--- src/rtl/brd_ctl_pkg.sv ---
package brd_ctl_pkg;

   // Byte offsets; software depends on these values.
   localparam int unsigned OFS_ID   = 32'h0000_0000;
   localparam int unsigned OFS_RATE = 32'h0000_0004;
   localparam int unsigned OFS_LED  = 32'h0000_0008;
   localparam int unsigned OFS_SW   = 32'h0000_000C;
   localparam int unsigned OFS_KICK = 32'h0000_0010;

   localparam logic [31:0] KICK_MAGIC = 32'h0000_DEAD;

   typedef enum logic [2:0] {
      SRC_NONE = 3'd0,
      SRC_ID   = 3'd1,
      SRC_RATE = 3'd2,
      SRC_LED  = 3'd3,
      SRC_SW   = 3'd4
   } bc_src_e;

   typedef struct packed {
      logic led;
      logic kick;
   } bc_wsel_t;

endpackage

--- src/rtl/brd_ctl_decode.sv ---
module brd_ctl_decode
   import brd_ctl_pkg::*;
#(
   parameter int unsigned ADDR_W = 16
) (
   input  logic              req_vld,
   input  logic              req_wr,
   input  logic [ADDR_W-1:0] req_addr,
   output bc_wsel_t          wr_sel,
   output bc_src_e           rd_src
);

   localparam int unsigned WA_W = ADDR_W - 2;

   logic [WA_W-1:0] word_ix;
   logic            rd_req;
   logic            wr_req;

   assign word_ix = req_addr[ADDR_W-1:2];
   assign rd_req  = req_vld && !req_wr;
   assign wr_req  = req_vld && req_wr;

   always_comb begin
      rd_src = SRC_NONE;
      if (rd_req) begin
         case (word_ix)
            WA_W'(OFS_ID   >> 2): rd_src = SRC_ID;
            WA_W'(OFS_RATE >> 2): rd_src = SRC_RATE;
            WA_W'(OFS_LED  >> 2): rd_src = SRC_LED;
            WA_W'(OFS_SW   >> 2): rd_src = SRC_SW;
            default:              rd_src = SRC_NONE;
         endcase
      end
   end

   always_comb begin
      wr_sel      = '0;
      wr_sel.led  = wr_req && (word_ix == WA_W'(OFS_LED  >> 2));
      wr_sel.kick = wr_req && (word_ix == WA_W'(OFS_KICK >> 2));
   end

endmodule

--- src/rtl/brd_ctl_sync.sv ---
module brd_ctl_sync #(
   parameter int unsigned W      = 8,
   parameter int unsigned STAGES = 2
) (
   input  logic         clk,
   input  logic         rst_n,
   input  logic [W-1:0] d,
   output logic [W-1:0] q
);

   logic [W-1:0] stg [STAGES];

   always_ff @(posedge clk) begin
      if (!rst_n) begin
         for (int i = 0; i < int'(STAGES); i++) stg[i] <= '0;
      end else begin
         stg[0] <= d;
         for (int i = 1; i < int'(STAGES); i++) stg[i] <= stg[i-1];
      end
   end

   assign q = stg[STAGES-1];

endmodule

--- src/rtl/brd_ctl_led.sv ---
module brd_ctl_led #(
   parameter int unsigned W = 32
) (
   input  logic         clk,
   input  logic         rst_n,
   input  logic         we,
   input  logic [W-1:0] wdata,
   output logic [W-1:0] q
);

   always_ff @(posedge clk) begin
      if (!rst_n)  q <= '0;
      else if (we) q <= wdata;
   end

endmodule

--- src/rtl/brd_ctl_kick.sv ---
module brd_ctl_kick #(
   parameter int unsigned  DATA_W = 32,
   parameter logic [31:0]  MAGIC  = 32'h0000_DEAD
) (
   input  logic              clk,
   input  logic              rst_n,
   input  logic              hit,
   input  logic [DATA_W-1:0] wdata,
   output logic              pulse
);

   logic match;
   assign match = (wdata == DATA_W'(MAGIC));

   always_ff @(posedge clk) begin
      if (!rst_n) pulse <= 1'b0;
      else        pulse <= hit && match;
   end

endmodule

--- src/rtl/brd_ctl_regs.sv ---
module brd_ctl_regs
   import brd_ctl_pkg::*;
#(
   parameter int unsigned ADDR_W      = 16,
   parameter int unsigned DATA_W      = 32,
   parameter int unsigned LED_W       = 32,
   parameter int unsigned SW_W        = 8,
   parameter int unsigned SYNC_STAGES = 2,
   parameter logic [31:0] ID_CODE     = 32'h0927_2011,
   parameter logic [31:0] CLK_HZ      = 32'd10_000_000
) (
   input  logic              clk,
   input  logic              rst_n,
   input  logic              req_vld,
   input  logic              req_wr,
   input  logic [ADDR_W-1:0] req_addr,
   input  logic [DATA_W-1:0] req_wdata,
   output logic [DATA_W-1:0] rsp_rdata,
   output logic [LED_W-1:0]  led_out,
   input  logic [SW_W-1:0]   sw_in,
   output logic              board_rst_req
);

   generate
      if (ADDR_W < 5 || ADDR_W > 32) begin : g_bad_addr
         $error("ADDR_W must lie in 5..32");
      end
      if (DATA_W != 32) begin : g_bad_data
         $error("DATA_W must be 32");
      end
      if (LED_W < 1 || LED_W > DATA_W) begin : g_bad_led
         $error("LED_W must lie in 1..DATA_W");
      end
      if (SW_W < 1 || SW_W > DATA_W) begin : g_bad_sw
         $error("SW_W must lie in 1..DATA_W");
      end
      if (SYNC_STAGES < 2) begin : g_bad_sync
         $error("SYNC_STAGES must be at least 2");
      end
   endgenerate

   bc_wsel_t          wr_sel;
   bc_src_e           rd_src;
   logic [SW_W-1:0]   sw_q;
   logic [DATA_W-1:0] led_ext;
   logic [DATA_W-1:0] sw_ext;
   logic [DATA_W-1:0] rd_next;

   brd_ctl_decode #(.ADDR_W(ADDR_W)) u_dec (
      .req_vld (req_vld),
      .req_wr  (req_wr),
      .req_addr(req_addr),
      .wr_sel  (wr_sel),
      .rd_src  (rd_src)
   );

   brd_ctl_led #(.W(LED_W)) u_led (
      .clk  (clk),
      .rst_n(rst_n),
      .we   (wr_sel.led),
      .wdata(req_wdata[LED_W-1:0]),
      .q    (led_out)
   );

   brd_ctl_sync #(.W(SW_W), .STAGES(SYNC_STAGES)) u_sync (
      .clk  (clk),
      .rst_n(rst_n),
      .d    (sw_in),
      .q    (sw_q)
   );

   brd_ctl_kick #(.DATA_W(DATA_W), .MAGIC(KICK_MAGIC)) u_kick (
      .clk  (clk),
      .rst_n(rst_n),
      .hit  (wr_sel.kick),
      .wdata(req_wdata),
      .pulse(board_rst_req)
   );

   generate
      if (LED_W == DATA_W) begin : g_led_full
         assign led_ext = led_out;
      end else begin : g_led_pad
         assign led_ext = {{(DATA_W-LED_W){1'b0}}, led_out};
      end
      if (SW_W == DATA_W) begin : g_sw_full
         assign sw_ext = sw_q;
      end else begin : g_sw_pad
         assign sw_ext = {{(DATA_W-SW_W){1'b0}}, sw_q};
      end
   endgenerate

   always_comb begin
      case (rd_src)
         SRC_ID:   rd_next = DATA_W'(ID_CODE);
         SRC_RATE: rd_next = DATA_W'(CLK_HZ);
         SRC_LED:  rd_next = led_ext;
         SRC_SW:   rd_next = sw_ext;
         default:  rd_next = '0;
      endcase
   end

   always_ff @(posedge clk) begin
      if (!rst_n) rsp_rdata <= '0;
      else        rsp_rdata <= rd_next;
   end

endmodule

--- config.mk ---
export PLATFORM = sky130hd
export DESIGN_NAME = brd_ctl_regs
export DESIGN_NICKNAME = d
export VERILOG_FILES = /design/src/rtl/brd_ctl_pkg.sv /design/src/rtl/brd_ctl_decode.sv /design/src/rtl/brd_ctl_sync.sv /design/src/rtl/brd_ctl_led.sv /design/src/rtl/brd_ctl_kick.sv /design/src/rtl/brd_ctl_regs.sv
export SDC_FILE = /design/constraint.sdc
export NUM_CORES = 1
export LEC_CHECK = 0
export BUFFER_PORTS_ARGS = -buffer_cell sky130_fd_sc_hd__buf_2
export CAP_MARGIN = 20
export CORE_MARGIN = 4
export CORE_UTILIZATION = 47
export DETAILED_ROUTE_END_ITERATION = 7
export MAX_ROUTING_LAYER = met4
export PLACE_DENSITY = 0.78
export SETUP_SLACK_MARGIN = 0.5
export SLEW_MARGIN = 10
export SYNTH_ARGS = -nofsm -noshare
export SYNTH_HDL_FRONTEND = slang
export SYNTH_HIERARCHICAL = 1
export SYNTH_SLANG_ARGS = --single-unit
export TNS_END_PERCENT = 10
--- constraint.sdc ---
create_clock -name clk -period 1.45 [get_ports clk]
set_input_delay 0 -clock clk [delete_from_list [all_inputs] [get_ports clk]]
set_output_delay 0 -clock clk [all_outputs]
set_load 0.01 [all_outputs]
== Word level (Yosys, flattened, before mapping) ==
Memory sizes are Yosys's and may differ from the RTL's.
Index checks and enable logic that the tools add are counted.
Storage, ports and cells
  register bits: 65
  bits in writable memories: 16
  input port bits: 60
  output and inout bits: 65
  memories kept: 1
Memories
  u_sync.stg: words 2, width 8, read ports 2, clocked after Yosys merged registers in 0, wr ports 2, line brd_ctl_sync.sv:11  | logic [W-1:0] stg [STAGES];
Cells by class
  equal/unequal tests: 9
  muxes and demuxes: 7
  bitwise operators: 2
  reductions and logical operators: 7
Operators by type and width (count)
  32-bit one-hot mux with 4 select lines: 1
  32-bit by 16-bit equality test with 1-bit output (second input constant): 1
  14-bit by 2-bit equality test with 1-bit output (second input constant): 2
  8-bit 2-to-1 mux: 2
  14-bit by 1-bit equality test with 1-bit output (second input constant): 1
  14-bit by 3-bit equality test with 1-bit output (second input constant): 1
  14-bit logical NOT: 1
  3-bit one-hot mux with 4 select lines: 1
  3-bit by 2-bit equality test with 1-bit output (second input constant): 2
  1-bit logical AND: 5
  3-bit by 1-bit equality test with 1-bit output (second input constant): 1
  3-bit equality test (second input constant): 1
  3-bit 2-to-1 mux: 1
  1-bit 2-to-1 mux: 2
  1-bit bitwise OR: 2
  1-bit logical NOT: 1

== Logic depth before layout (Yosys ltp) ==
  depth after elaboration: 5
  mapped depth: 7
  gate-level depth less buffers: 6

== Hierarchy ==
The synthesis kept the hierarchy.
By module, submodules not included
  brd_ctl_led: instances 1, cells an instance 103, area an instance 1243.7 sq um, seq. area each 640.6 sq um
  brd_ctl_regs: instances 1, cells an instance 108, area an instance 1049.8 sq um, seq. area each 640.6 sq um
  brd_ctl_sync: instances 1, cells an instance 41, area an instance 506.7 sq um, seq. area each 320.3 sq um
  brd_ctl_decode: instances 1, cells an instance 16, area an instance 111.4 sq um, seq. area each 0.0 sq um
  brd_ctl_kick: instances 1, cells an instance 14, area an instance 111.4 sq um, seq. area each 20.0 sq um

== Worst setup path before layout ==
Ideal clock, no wire load.
  kind: input -> register
  from: in req_addr[12]
  to: reg rsp_rdata[10]
  arrival time: 1.214 ns
  data required time: 1.327 ns
  slack: 0.113 ns
  stages on the path: 6
  buffers on the path: 0
  cells stage by stage: nor4b_4 -> nand4_1 -> nor2_1 -> nor2b_2 -> nand2_1 -> a21oi_1
On the way
  word-level cells in the longest chain between the ends: 5
  elaborated cells on any way between the ends: 11
  classes of those cells: eq/ne: 7; mux: 3; reduce/logical: 1
RTL lines
  start: declaration: line brd_ctl_regs.sv:16  | input logic [ADDR_W-1:0] req_addr,
  14-bit by 2-bit equality test with 1-bit output, or another cell as far along: line brd_ctl_decode.sv:26  | case (word_ix)
  3-bit one-hot mux with 4 select lines *: line brd_ctl_decode.sv:26
  3-bit 2-to-1 mux *: line brd_ctl_decode.sv:25  | if (rd_req) begin
  named net rd_src[2]: line brd_ctl_regs.sv:43  | bc_src_e rd_src;
  3-bit equality test, or another cell as far along: line brd_ctl_regs.sv:94  | case (rd_src)
  32-bit one-hot mux with 4 select lines *: line brd_ctl_regs.sv:94
  end signal: assignment: line brd_ctl_regs.sv:105  | else rsp_rdata <= rd_next;
  end: declaration: line brd_ctl_regs.sv:18  | output logic [DATA_W-1:0] rsp_rdata,
The timed path passes the listed nets; every way through them passes the cells marked *.
A chain may end at the register's enable or synchronous reset.

== Worst setup path after layout ==
  from: in req_addr[12]
  to: reg rsp_rdata[13]
Same word-level chain as after synthesis.

==> results_dict.tcl <==
set metrics [dict create \
    status "complete, no violations" \
    hold_viol 0 \
    rows 28 \
    numPortBuffers 122 \
    hold_ws_ps 24.0 \
    antenna_found_initial 0 \
    p_leak_uw 0.00197 \
    skew_ps 10.7 \
    holdPathStages 4 \
    cts_tree "done" \
    ant_nets 0 \
    cp_max_fo 7 \
    ys_seq_area_frac 0.536 \
    required_ps 1710 \
    rsz0062_at_grt "yes" \
    vias_per_cell 4.79 \
    holdPathEnd "u_kick/pulse" \
    area_delta_synth_final_pct 48.1 \
    max_slew_margin 0.753 \
    avgSynthCellArea_sq_um 10.7 \
    r2r_end "rsp_rdata[4]" \
    core_area_sq_mm 0.00610 \
    post-dp-hpwl_um 5110 \
    grt_pass1_wl_um 11900 \
    fin_cells 536 \
    mostFrequentLayoutCells "buf_2, dfxtp_1, dlygate4sd3_1, nor2b_1, mux2i_1" \
    start_util 0.496 \
    fin_nets 517 \
    gp_congestion 0.789 \
    routed_wl_um 7450 \
    cts_buffers 9 \
    clock_sinks 81 \
    worstPathArrival_ps 1460 \
    startpoint "req_addr[12]" \
    finalSetupTns_ps 0 \
    drt_pass1_iterations 4 \
    drt_iter0_markers 55 \
    fin_crit_sh 0.829 \
    diodes 0 \
    finalPower_uw 4380 \
    hp-start "req_wdata[4]" \
    grt_pass1_vias 2544 \
    slew_viol_final 0 \
    die-width_um 88.2 \
    final_common_cell "buf_2" \
    ys_ff_latch 81 \
    utilization 0.735 \
    grt_max_degree 40 \
    insertion_delay_ps 330 \
    end_kind "flip-flop" \
    syn_inst 282 \
    drv_cap 0 \
    vias 2567 \
    power_density_mw_per_mm2 978 \
    timing.rr.start "u_led/q[4]" \
    clk_path_buf_depth 2 \
    cts_max_level 3 \
    synth_area_sq_mm 0.00302 \
    ys.warnings.count 6 \
    rr_worst_depth 2 \
    dieArea_sq_mm 0.00778 \
    syn_nets 342 \
    critPathLaunchType "primary input" \
    synth.distinct_cells 34 \
    ios 125 \
    setup_viol 0 \
    drive_gt1_frac 0.423 \
    path_clk_slew_ps 80 \
    drc 0 \
    ff2ff_setup_slack_ps 730 \
    die_y_um 88.2 \
    grt.overflow.total 0 \
    fmax_ghz 0.832 \
    dp.cells 477 \
    tightestPinTransition_ps 367 \
    avgRoutedWirePerCell_um 13.9 \
    min_period_ps 1200 \
    peakVddDrop_v 0.000581 \
    hold_path.class "in -> reg" \
    critPathKind "in -> reg" \
    grt.total_usage 0.204 \
    clockRootBuffer "clkbuf_8" \
]
## power breakdown
group / switching (uW) / total [uW] / leakage (uW) / internal (uW)
sequential: 4.43 / 2250 / 0.000656 / 2240
clock: 747 / 1850 / 0.000116 / 1100
combinational: 101 / 282 / 0.00120 / 181
total: 853 / 4380 / 0.00197 / 3530
## Yosys cell counts
| library cell | n | area [sq um] |
|---|---|---|
| dfxtp_1 | 81 | 1620 |
| nor2b_1 | 33 | 206 |
| mux2i_1 | 32 | 320 |
| nand2_1 | 16 | 60.1 |
| inv_1 | 15 | 56.3 |
| a21oi_1 | 14 | 70.1 |
| and2_2 | 12 | 90.1 |
| and3_1 | 10 | 62.6 |
| buf_4 | 9 | 67.6 |
| nand4_1 | 6 | 37.5 |
| nor3_1 | 5 | 25.0 |
| o22ai_1 | 5 | 31.3 |
| and2_1 | 4 | 25.0 |
| clkbuf_1 | 4 | 15.0 |
| nor2_1 | 4 | 15.0 |
| nor4_1 | 4 | 25.0 |
| a21boi_0 | 3 | 22.5 |
| buf_12 | 3 | 60.1 |
| buf_6 | 3 | 33.8 |
| o21ai_0 | 3 | 15.0 |
| nand3_1 | 2 | 10.0 |
| nor4bb_1 | 2 | 20.0 |
| buf_2 | 1 | 5.00 |
| inv_6 | 1 | 8.76 |
| nand2_2 | 1 | 6.26 |
| nand4_2 | 1 | 12.5 |
| nor2b_2 | 1 | 8.76 |
| nor2b_4 | 1 | 13.8 |
| nor3_2 | 1 | 10.0 |
| nor3_4 | 1 | 16.3 |
| nor4_2 | 1 | 12.5 |
| nor4b_4 | 1 | 23.8 |
| or3_1 | 1 | 6.26 |
| xnor2_1 | 1 | 8.76 |
## sequential cells by signal (all words and copies together) (netlist names)
register / count
u_kick/pulse: 1
u_sync/stg: 16
u_led/q: 32
rsp_rdata: 32
## cell families after synthesis
logic type | after synthesis | synth area share
xor gates and xnor gates | 1 | 0.00290
and+or+nand+nor | 107 | 0.227
AOI/OAI and AO/OA | 25 | 0.0459
buffers and inverters | 36 | 0.0815
DFF | 81 | 0.536
muxes | 32 | 0.106
## worst max-delay path by stage
stage | cells after the start | slack, ps | to
2_1_floorplan | 7 | 200 | u_led/q[0]
3_3_place_gp | 8 | -40 | rsp_rdata[1]
3_5_place_dp | 9 | -120 | rsp_rdata[8]
4_1_cts | 9 | 270 | rsp_rdata[8]
5_1_grt | 8 | 130 | rsp_rdata[4]
6_report | 9 | 250 | rsp_rdata[13]
## stage by stage
step,cell area [sq um],setup WS (ps)
finish,4480,248
global route,4480,129
CTS,4410,269
detailed placement,3720,-116
global placement,3720,-41.8
floorplan,3040,203
## routing by layer
metal | up-vias | part of all wire | global-route usage | wire [um]
met5 | - | 0 | - | 0
met1 | 1195 | 0.42 | 0.234 | 3120
met4 | 0 | 0.018 | 0.0920 | 133
li1 | 1285 | - | - | -
met3 | 12 | 0.050 | 0.0329 | 371
met2 | 75 | 0.51 | 0.348 | 3830
## final cells by class
type,instances,area [sq um]
Sequential cell,81,1620
Fill cell,455,1620
Multi-Input combinational cell,165,1250
Clock inverter,2,60.1
Tap cell,75,93.8
Timing Repair Buffer,184,1220
Clock buffer,13,169
Inverter,16,65.1
## worst max-delay path, stage by stage
cell and delay (ps):
buf_6 100, nor4b_4 300, nand4_2 190, nor3_2 160, buf_4 170, nor2b_4 190
buf_6 130, nand2_8 60, a21oi_1 150
## what timing repair did
item | in CTS | in global routing
hold buffers | 40 | 0
buffers inserted | 2 | 2
endpoints found under the setup margin | 65 | 65
gates cloned | 0 | 0
pin swaps | 1 | 2
resized for setup | 9 | 12
endpoints found under the hold margin | 41 | 0
Power figures use the tool's default switching activity.
